## config.mk

```make
export PLATFORM = sky130hd
export DESIGN_NAME = byteRefreshBridge
export DESIGN_NICKNAME = d
export VERILOG_FILES = /design/src/rtl/bridge_pkg.sv /design/src/rtl/bridge_ctrl.sv /design/src/rtl/bridge_dpath.sv /design/src/rtl/byteRefreshBridge.sv
export SDC_FILE = /design/constraint.sdc
export NUM_CORES = 1
export LEC_CHECK = 0
export BUFFER_PORTS_ARGS = -buffer_cell sky130_fd_sc_hd__buf_2
export CAP_MARGIN = 40
export CORE_ASPECT_RATIO = 1.1
export CORE_MARGIN = 2
export CORE_UTILIZATION = 52
export CTS_BUF_LIST = sky130_fd_sc_hd__clkbuf_8
export DETAILED_ROUTE_END_ITERATION = 8
export PLACE_DENSITY = 0.82
export SLEW_MARGIN = 20
export SYNTH_ARGS = -nofsm -noshare
export SYNTH_HDL_FRONTEND = slang
export SYNTH_SLANG_ARGS = --single-unit
```

## constraint.sdc

```tcl
create_clock -name clk -period 3 [get_ports clk]
set_clock_uncertainty 0.15 [all_clocks]
set_input_delay 0.3 -clock clk [delete_from_list [all_inputs] [get_ports clk]]
set_output_delay 0.3 -clock clk [all_outputs]
set_load 0.1 [all_outputs]
```

## src/rtl/bridge_pkg.sv

```systemverilog
`timescale 1ns/1ps
package bridge_pkg;

  typedef enum logic [1:0] {
    ST_WAIT_RDY = 2'd0,
    ST_IDLE     = 2'd1,
    ST_ACCESS   = 2'd2,
    ST_REFRESH  = 2'd3
  } bridgeState_e;

  // Strobes from the sequencer to the datapath.
  typedef struct packed {
    logic takePend;   // move the pending slot into the current-access register
    logic captureRd;  // latch the selected read byte this cycle
  } ctrlStrobe_t;

endpackage

```

## src/rtl/bridge_ctrl.sv

```systemverilog
`timescale 1ns/1ps
module bridge_ctrl
  import bridge_pkg::*;
#(
  parameter int REFRESH_GAP = 600
) (
  input  logic        clk,
  input  logic        rst,
  input  logic        memReady,
  input  logic        memDone,
  input  logic        pendValid,
  input  logic        curWr,
  output ctrlStrobe_t strobes,
  output logic        memRw,
  output logic        memRefresh,
  output logic        memWeN,
  output logic        busy
);

  localparam int GAP_W = $clog2(REFRESH_GAP + 1);
  localparam logic [GAP_W-1:0] GAP_MAX = GAP_W'(REFRESH_GAP);

  bridgeState_e state, stateNext;
  logic refAfterAccess, refAfterNext;
  logic [GAP_W-1:0] gapCnt;
  logic gapDue;

  assign gapDue = (gapCnt == GAP_MAX);

  always_comb begin
    stateNext    = state;
    refAfterNext = refAfterAccess;
    unique case (state)
      ST_WAIT_RDY: if (memReady) stateNext = ST_IDLE;
      ST_IDLE: begin
        if (pendValid) begin
          stateNext = ST_ACCESS;
        end else if (gapDue) begin
          stateNext    = ST_REFRESH;
          refAfterNext = 1'b0;
        end
      end
      ST_ACCESS: begin
        if (memDone) begin
          stateNext    = ST_REFRESH;
          refAfterNext = 1'b1;
        end
      end
      ST_REFRESH: if (memDone) stateNext = ST_IDLE;
      default: stateNext = ST_WAIT_RDY;
    endcase
  end

  always_ff @(posedge clk) begin
    if (rst) begin
      state          <= ST_WAIT_RDY;
      refAfterAccess <= 1'b0;
    end else begin
      state          <= stateNext;
      refAfterAccess <= refAfterNext;
    end
  end

  // Cycles since the last refresh finished; held at zero before ready.
  always_ff @(posedge clk) begin
    if (rst) begin
      gapCnt <= '0;
    end else if (state == ST_WAIT_RDY || (state == ST_REFRESH && memDone)) begin
      gapCnt <= '0;
    end else if (!gapDue) begin
      gapCnt <= gapCnt + 1'b1;
    end
  end

  // Requests drop in the done cycle itself.
  assign memRw      = (state == ST_ACCESS)  && !memDone;
  assign memRefresh = (state == ST_REFRESH) && !memDone;
  assign memWeN     = !((state == ST_ACCESS) && curWr);

  assign strobes.takePend  = (state == ST_IDLE) && pendValid;
  assign strobes.captureRd = (state == ST_ACCESS) && memDone && !curWr;

  assign busy = pendValid || (state == ST_ACCESS) ||
                ((state == ST_REFRESH) && refAfterAccess);

endmodule

```

## src/rtl/bridge_dpath.sv

```systemverilog
`timescale 1ns/1ps
module bridge_dpath
  import bridge_pkg::*;
#(
  parameter int CPU_AW = 16,
  parameter int BYTE_W = 8,
  parameter int MEM_AW = 24
) (
  input  logic                clk,
  input  logic                rst,
  input  logic                cpuStb,
  input  logic                cpuWr,
  input  logic [CPU_AW-1:0]   cpuAddr,
  input  logic [BYTE_W-1:0]   cpuWrData,
  input  ctrlStrobe_t         strobes,
  input  logic [2*BYTE_W-1:0] memRdData,
  output logic                pendValid,
  output logic                curWr,
  output logic [MEM_AW-1:0]   memAddr,
  output logic [2*BYTE_W-1:0] memWrData,
  output logic                memUbN,
  output logic                memLbN,
  output logic [BYTE_W-1:0]   cpuRdData,
  output logic                cpuRdValid
);

  localparam int WORD_AW = CPU_AW - 1;
  localparam int PAD_W   = MEM_AW - WORD_AW;

  logic              pendWr;
  logic [CPU_AW-1:0] pendAddr;
  logic [BYTE_W-1:0] pendData;
  logic [CPU_AW-1:0] curAddr;
  logic [BYTE_W-1:0] curData;
  logic              laneHi;

  // One-deep pending slot; a new strobe wins over a same-cycle take.
  always_ff @(posedge clk) begin
    if (rst) begin
      pendValid <= 1'b0;
    end else if (cpuStb) begin
      pendValid <= 1'b1;
    end else if (strobes.takePend) begin
      pendValid <= 1'b0;
    end
  end

  always_ff @(posedge clk) begin
    if (cpuStb) begin
      pendWr   <= cpuWr;
      pendAddr <= cpuAddr;
      pendData <= cpuWrData;
    end
  end

  always_ff @(posedge clk) begin
    if (rst) begin
      curWr   <= 1'b0;
      curAddr <= '0;
      curData <= '0;
    end else if (strobes.takePend) begin
      curWr   <= pendWr;
      curAddr <= pendAddr;
      curData <= pendData;
    end
  end

  assign laneHi = curAddr[0];

  always_ff @(posedge clk) begin
    if (rst) begin
      cpuRdData  <= '0;
      cpuRdValid <= 1'b0;
    end else begin
      cpuRdValid <= strobes.captureRd;
      if (strobes.captureRd) begin
        cpuRdData <= memRdData[laneHi*BYTE_W +: BYTE_W];
      end
    end
  end

  assign memAddr   = {{PAD_W{1'b0}}, curAddr[CPU_AW-1:1]};
  assign memWrData = {2{curData}};
  assign memUbN    = curWr ? !laneHi : 1'b0;
  assign memLbN    = curWr ?  laneHi : 1'b0;

endmodule

```

## src/rtl/byteRefreshBridge.sv

```systemverilog
`timescale 1ns/1ps
module byteRefreshBridge
  import bridge_pkg::*;
#(
  parameter int CPU_AW      = 16,
  parameter int BYTE_W      = 8,
  parameter int MEM_AW      = 24,
  parameter int REFRESH_GAP = 600
) (
  input  logic                clk,
  input  logic                rst,
  input  logic                cpuStb,
  input  logic                cpuWr,
  input  logic [CPU_AW-1:0]   cpuAddr,
  input  logic [BYTE_W-1:0]   cpuWrData,
  output logic [BYTE_W-1:0]   cpuRdData,
  output logic                cpuRdValid,
  output logic                busy,
  input  logic                memReady,
  input  logic                memDone,
  input  logic [2*BYTE_W-1:0] memRdData,
  output logic                memRw,
  output logic                memWeN,
  output logic                memRefresh,
  output logic [MEM_AW-1:0]   memAddr,
  output logic [2*BYTE_W-1:0] memWrData,
  output logic                memUbN,
  output logic                memLbN
);

  ctrlStrobe_t strobes;
  logic pendValid;
  logic curWr;

  bridge_ctrl #(
    .REFRESH_GAP(REFRESH_GAP)
  ) ctrl_i (
    .clk       (clk),
    .rst       (rst),
    .memReady  (memReady),
    .memDone   (memDone),
    .pendValid (pendValid),
    .curWr     (curWr),
    .strobes   (strobes),
    .memRw     (memRw),
    .memRefresh(memRefresh),
    .memWeN    (memWeN),
    .busy      (busy)
  );

  bridge_dpath #(
    .CPU_AW(CPU_AW),
    .BYTE_W(BYTE_W),
    .MEM_AW(MEM_AW)
  ) dpath_i (
    .clk       (clk),
    .rst       (rst),
    .cpuStb    (cpuStb),
    .cpuWr     (cpuWr),
    .cpuAddr   (cpuAddr),
    .cpuWrData (cpuWrData),
    .strobes   (strobes),
    .memRdData (memRdData),
    .pendValid (pendValid),
    .curWr     (curWr),
    .memAddr   (memAddr),
    .memWrData (memWrData),
    .memUbN    (memUbN),
    .memLbN    (memLbN),
    .cpuRdData (cpuRdData),
    .cpuRdValid(cpuRdValid)
  );

endmodule

```

# Word level (Yosys, flattened, before mapping)
# Index checks and enable logic that the tools add are counted.
dict set report word_totals {
  reg_bits 73
  inputBits 46
  output_inout_bits 55
  wordCells 59
}
dict set report classes {
  addsub 1
  n_eq_ne 10
  shifts 1
  n_mux 14
  n_reduce_logical 21
}
# cell count
set op_table {}
lappend op_table {{$shiftx 16x5->8} 1}
lappend op_table {{$add 10x1->10 const B} 1}
lappend op_table {{$eq 10x10->1 const B} 1}
lappend op_table {{$mux 2} 5}
lappend op_table {{$logic_and 1x1->1} 8}
lappend op_table {{$ne 2x2->1 const B} 4}
lappend op_table {{$pmux 2 s4} 1}
lappend op_table {{$reduce_and 4->1} 2}
lappend op_table {{$mux 1} 7}
lappend op_table {{$eq 2x2->1 const B} 2}
lappend op_table {{$logic_not 1->1} 4}
lappend op_table {{$reduce_bool 2->1} 2}
lappend op_table {{$logic_or 1x1->1} 3}
lappend op_table {{$ne 3x1->1 const B} 1}
lappend op_table {{$eq 2x1->1 const B} 1}
lappend op_table {{$logic_not 2->1} 1}
lappend op_table {{$ne 2x1->1 const B} 1}
lappend op_table {{$pmux 1 s2} 1}
lappend op_table {{$reduce_or 2->1} 1}

# Depth between registers and ports, before layout
dict set report logic_depth {
  word_depth 4
  ltp_mapped 7
  depth_no_buf 6
}

# Modules after synthesis
# From an unflattened synthesis, not the netlist that was laid out.
dict set report hier_totals {
  cells_unflattened 268
  hier_area_um2 3086.7
}
# module instances cells_each area_per_inst_um2 seq_area_each_um2
set by_module_without_submodules {}
lappend by_module_without_submodules {bridge_dpath 1 183 2321.0 1451.4}
lappend by_module_without_submodules {bridge_ctrl 1 85 765.7 260.2}

# Worst setup path after synthesis
# Ideal clock, no wire load.
dict set report synth_timing {
  path_kind {register -> output}
  startpoint {register ctrl_i.state[0]}
  endpoint {output memRw}
  arrival_ns 1.964
  required_time_ns 2.550
  path_slack_ns 0.586
  stages_incl_launch_ff 5
  path_buffers 0
  cell_sequence {dfxtp_1 inv_1 ha_1 inv_1 nor2_1}
}
dict set report synth_via {
  elab_chain_len 2
}
# item line
set synth_lines {}
lappend synth_lines {{start, declared} bridge_ctrl.sv:23} ;# bridgeState_e state, stateNext;
lappend synth_lines {{start signal, assigned} bridge_ctrl.sv:59} ;# state <= stateNext;
lappend synth_lines {{$eq 2x2->1} bridge_ctrl.sv:76} ;# assign memRw = (state == ST_ACCESS) && !memDone;
lappend synth_lines {{$logic_and 1x1->1} bridge_ctrl.sv:76}
lappend synth_lines {{end, declared} byteRefreshBridge.sv:22} ;# output logic memRw,
# No other way between the ends.

# Worst setup path after layout
dict set report layout_timing {
  startpoint {register ctrl_i.gapCnt[0]}
  endpoint {register ctrl_i.refAfterAccess}
}
dict set report layout_via {
  elab_chain_len 3
}
# item line
set layout_lines {}
lappend layout_lines {{start, declared} bridge_ctrl.sv:25} ;# logic [GAP_W-1:0] gapCnt;
lappend layout_lines {{start signal, assigned} bridge_ctrl.sv:71} ;# gapCnt <= gapCnt + 1'b1;
lappend layout_lines {{$eq 10x10->1} bridge_ctrl.sv:28} ;# assign gapDue = (gapCnt == GAP_MAX);
lappend layout_lines {{$ne 2x1->1 (no line)} -}
lappend layout_lines {{$reduce_and 4->1 (no line)} -}
lappend layout_lines {{end signal, assigned} bridge_ctrl.sv:60} ;# refAfterAccess <= refAfterNext;
lappend layout_lines {{end, declared} bridge_ctrl.sv:24} ;# logic refAfterAccess, refAfterNext;
# No other way between the ends.
# A chain may end at the register's enable or synchronous reset.

==> results.cfg <==
[outcome]
status = complete, no violations

[critical_path]
cp.required_ns = 3.11
crit_type = reg -> reg
worstPathMaxFanout = 7
critPathArrivalTime_ns = 2.52
end_kind = flip-flop
reg2reg_slack_ns = 0.59
rr_worst_depth = 6
cp-start-kind = flip-flop

[global_route]
grt_first_pass_wirelength_um = 9580
grt_max_degree = 37
grt_pass1_vias = 2107
overflow = 0
antenna_found_initial = 0
grt_util_all_layers_pct = 19.1

[power_and_ir_drop]
power_per_cell_area_nw_per_um2 = 767
finalPower_mw = 2.85
clockPowerShare_pct = 25.3
comb_power_share_pct = 33.3
p_leak_nw = 1.58
cell_internal_pwr_mw = 1.70
peakVddDrop_v = 0.000455
swShare_pct = 40.4
p_switching_mw = 1.15
pwr-share-seq_pct = 41.4

[clock_tree]
post_cts_buffers = 0
path_clk_slew_ns = 0.07
root_buffer = clkbuf_8
cts_sinks = 73
cts_buffers = 9
htree_levels = 3
clk_latency_ns = 0.33
cts_buffer_depth = 2
cts_tree = built

[routing]
vias = 2272
drt-total-wl_um = 5860
ant_nets = 0
drt_iter0_drc = 96
wl_per_cell_um = 12.6
route.detailed.drc = 0
via_per_inst = 4.87
dr.pass1.iters = 4

[synth]
synth-edff-count = 25
yosys_warnings = 0
ys.flop_type = dfxtp_1
seq_area_frac_synth_pct = 57.6
ys_async_sr_fraction_pct = 0
postSynthCellCount = 294
synth-seq-cells = 73
yosysUniqueCellTypes = 35
avgSynthCellArea_um2 = 10.1
syn_area_um2 = 2970

[sta]
relSlewSlack_pct = 54.7
holdWs_ns = 0.0151
hold_viol_final = 0
post-route-period-util_pct = 80.3
fin_crit_ns = 2.41
timing.fmax_mhz = 415
drv_slew = 0
finalSetupTns_ns = 0
worst_pin_slew_ns = 0.679
setup_viol = 0
rsz0062_at_grt = false

[placement]
gp_congestion = 0.762
hpwl_um = 3820
dpl.cell_count = 427
portBuffers = 91

[floorplanning]
core_um2 = 5470
die-width_um = 76.1
initial_utilization_pct = 54.4
fp.dieH_um = 83.3
ioPinCount = 101
dieArea_um2 = 6340
num_rows = 28

[job]
max_cap_violations = 0

[final_layout]
nets = 439
fillers = 451
layout_common_cells = buf_2, nand2_1, dfxtp_1
antenna_cells = 0
stdcell_count = 467
area_growth_pct = 25.1
final_common_cell = buf_2
drive_gt1_share_pct = 28.1

[worst_hold_path]
min_path_type = in -> reg
holdPathStages = 1
final timing paths:
kind	to	from
worst min register to register	dpath_i.curAddr[2]	dpath_i.curAddr[2]
worst max-delay path	ctrl_i.refAfterAccess	ctrl_i.gapCnt[0]
worst min-delay path	dpath_i.pendAddr[1]	cpuAddr[1]
worst max register to register	ctrl_i.refAfterAccess	ctrl_i.gapCnt[0]
registers in the layout (all words and copies together), names as in the netlist:
signal / flops
ctrl_i.state: 2
dpath_i.curWr: 1
dpath_i.pendWr: 1
dpath_i.pendAddr: 16
ctrl_i.refAfterAccess: 1
dpath_i.cpuRdData: 8
dpath_i.pendData: 8
dpath_i.cpuRdValid: 1
dpath_i.curAddr: 16
dpath_i.pendValid: 1
ctrl_i.gapCnt: 10
dpath_i.curData: 8
kinds of logic (layout without fill, tap and decap cells):
group,after synthesis,count (layout),synth area share [%]
AO/OA/AOI/OAI,44,44,8.76
XOR/XNOR,7,7,2.06
other,1,9,0.126
multiplexers,10,10,3.37
flip-flops,73,73,57.6
AND/OR/NAND/NOR,100,100,14.8
buffers and inverters,53,143,10.8
adder cells (fa/ha/maj),6,6,2.53
cell usage after synthesis, types with 2 or more instances:
| cell type | n | share of area (%) |
|---|---|---|
| a211oi_1 | 8 | 2.0 |
| a21oi_1 | 28 | 4.7 |
| a31oi_1 | 2 | 0.42 |
| and2_1 | 2 | 0.42 |
| and3_1 | 2 | 0.42 |
| and4_1 | 2 | 0.59 |
| buf_4 | 32 | 8.1 |
| clkbuf_1 | 9 | 1.1 |
| dfxtp_1 | 48 | 32 |
| edfxtp_1 | 25 | 25 |
| ha_1 | 6 | 2.5 |
| inv_1 | 10 | 1.3 |
| mux2i_1 | 10 | 3.4 |
| nand2_1 | 58 | 7.3 |
| nand3_1 | 5 | 0.84 |
| nor2_1 | 19 | 2.4 |
| nor2b_1 | 3 | 0.63 |
| nor3_1 | 2 | 0.34 |
| or4b_1 | 2 | 0.67 |
| xnor2_1 | 3 | 0.88 |
| xor2_1 | 4 | 1.2 |
through the flow:
stage               util (%)  cell area [µm²]  setup slack [ns]
finish                  68.0             3720             0.590
global route            68.0             3720             0.468
CTS                     67.5             3690             0.581
detailed placement      60.3             3290             0.625
global placement        60.0             3280             0.686
floorplan                  -             3000             0.586
layer usage:
| metal | share of wire (%) | vias up | GRT usage (%) |
|---|---|---|---|
| li1 | - | 1142 | - |
| met1 | 43 | 1046 | 23.0 |
| met2 | 51 | 80 | 33.2 |
| met3 | 5.3 | 4 | 4.78 |
| met4 | 0.94 | 0 | 6.94 |
| met5 | 0 | - | 0 |
area by class of cell:
type                    count  area, µm²  share of cell area, %
well taps                  75       93.8                   2.52
inverters                  10       37.5                   1.01
repair buffers            117        716                   19.2
flip-flops and latches     73       1710                   46.0
clock inverters             7       63.8                   1.72
clock buffers               9        124                   3.33
multi-input cells         176        972                   26.1
worst max-delay path: stages (launching register included):
cell,delay (ns)
dfxtp_1,0.34
inv_1,0.06
ha_1,0.14
or4b_1,0.45
or4b_1,0.67
or3_1,0.40
a21oi_1,0.12
power groups by stage:
stage	combinational, mW	sequential (mW)	clock, mW
floorplan	0.622	1.38	0
global placement	0.900	1.20	0
detailed placement	0.920	1.20	0
CTS	0.945	1.18	0.735
global route	1.00	1.19	0.788
finish	0.951	1.18	0.721
what timing repair did:
action,CTS,global route
hold buffers,21,2
gates resized for setup,0,0
endpoints found under the hold margin,21,2
Power figures use the tool's default switching activity.
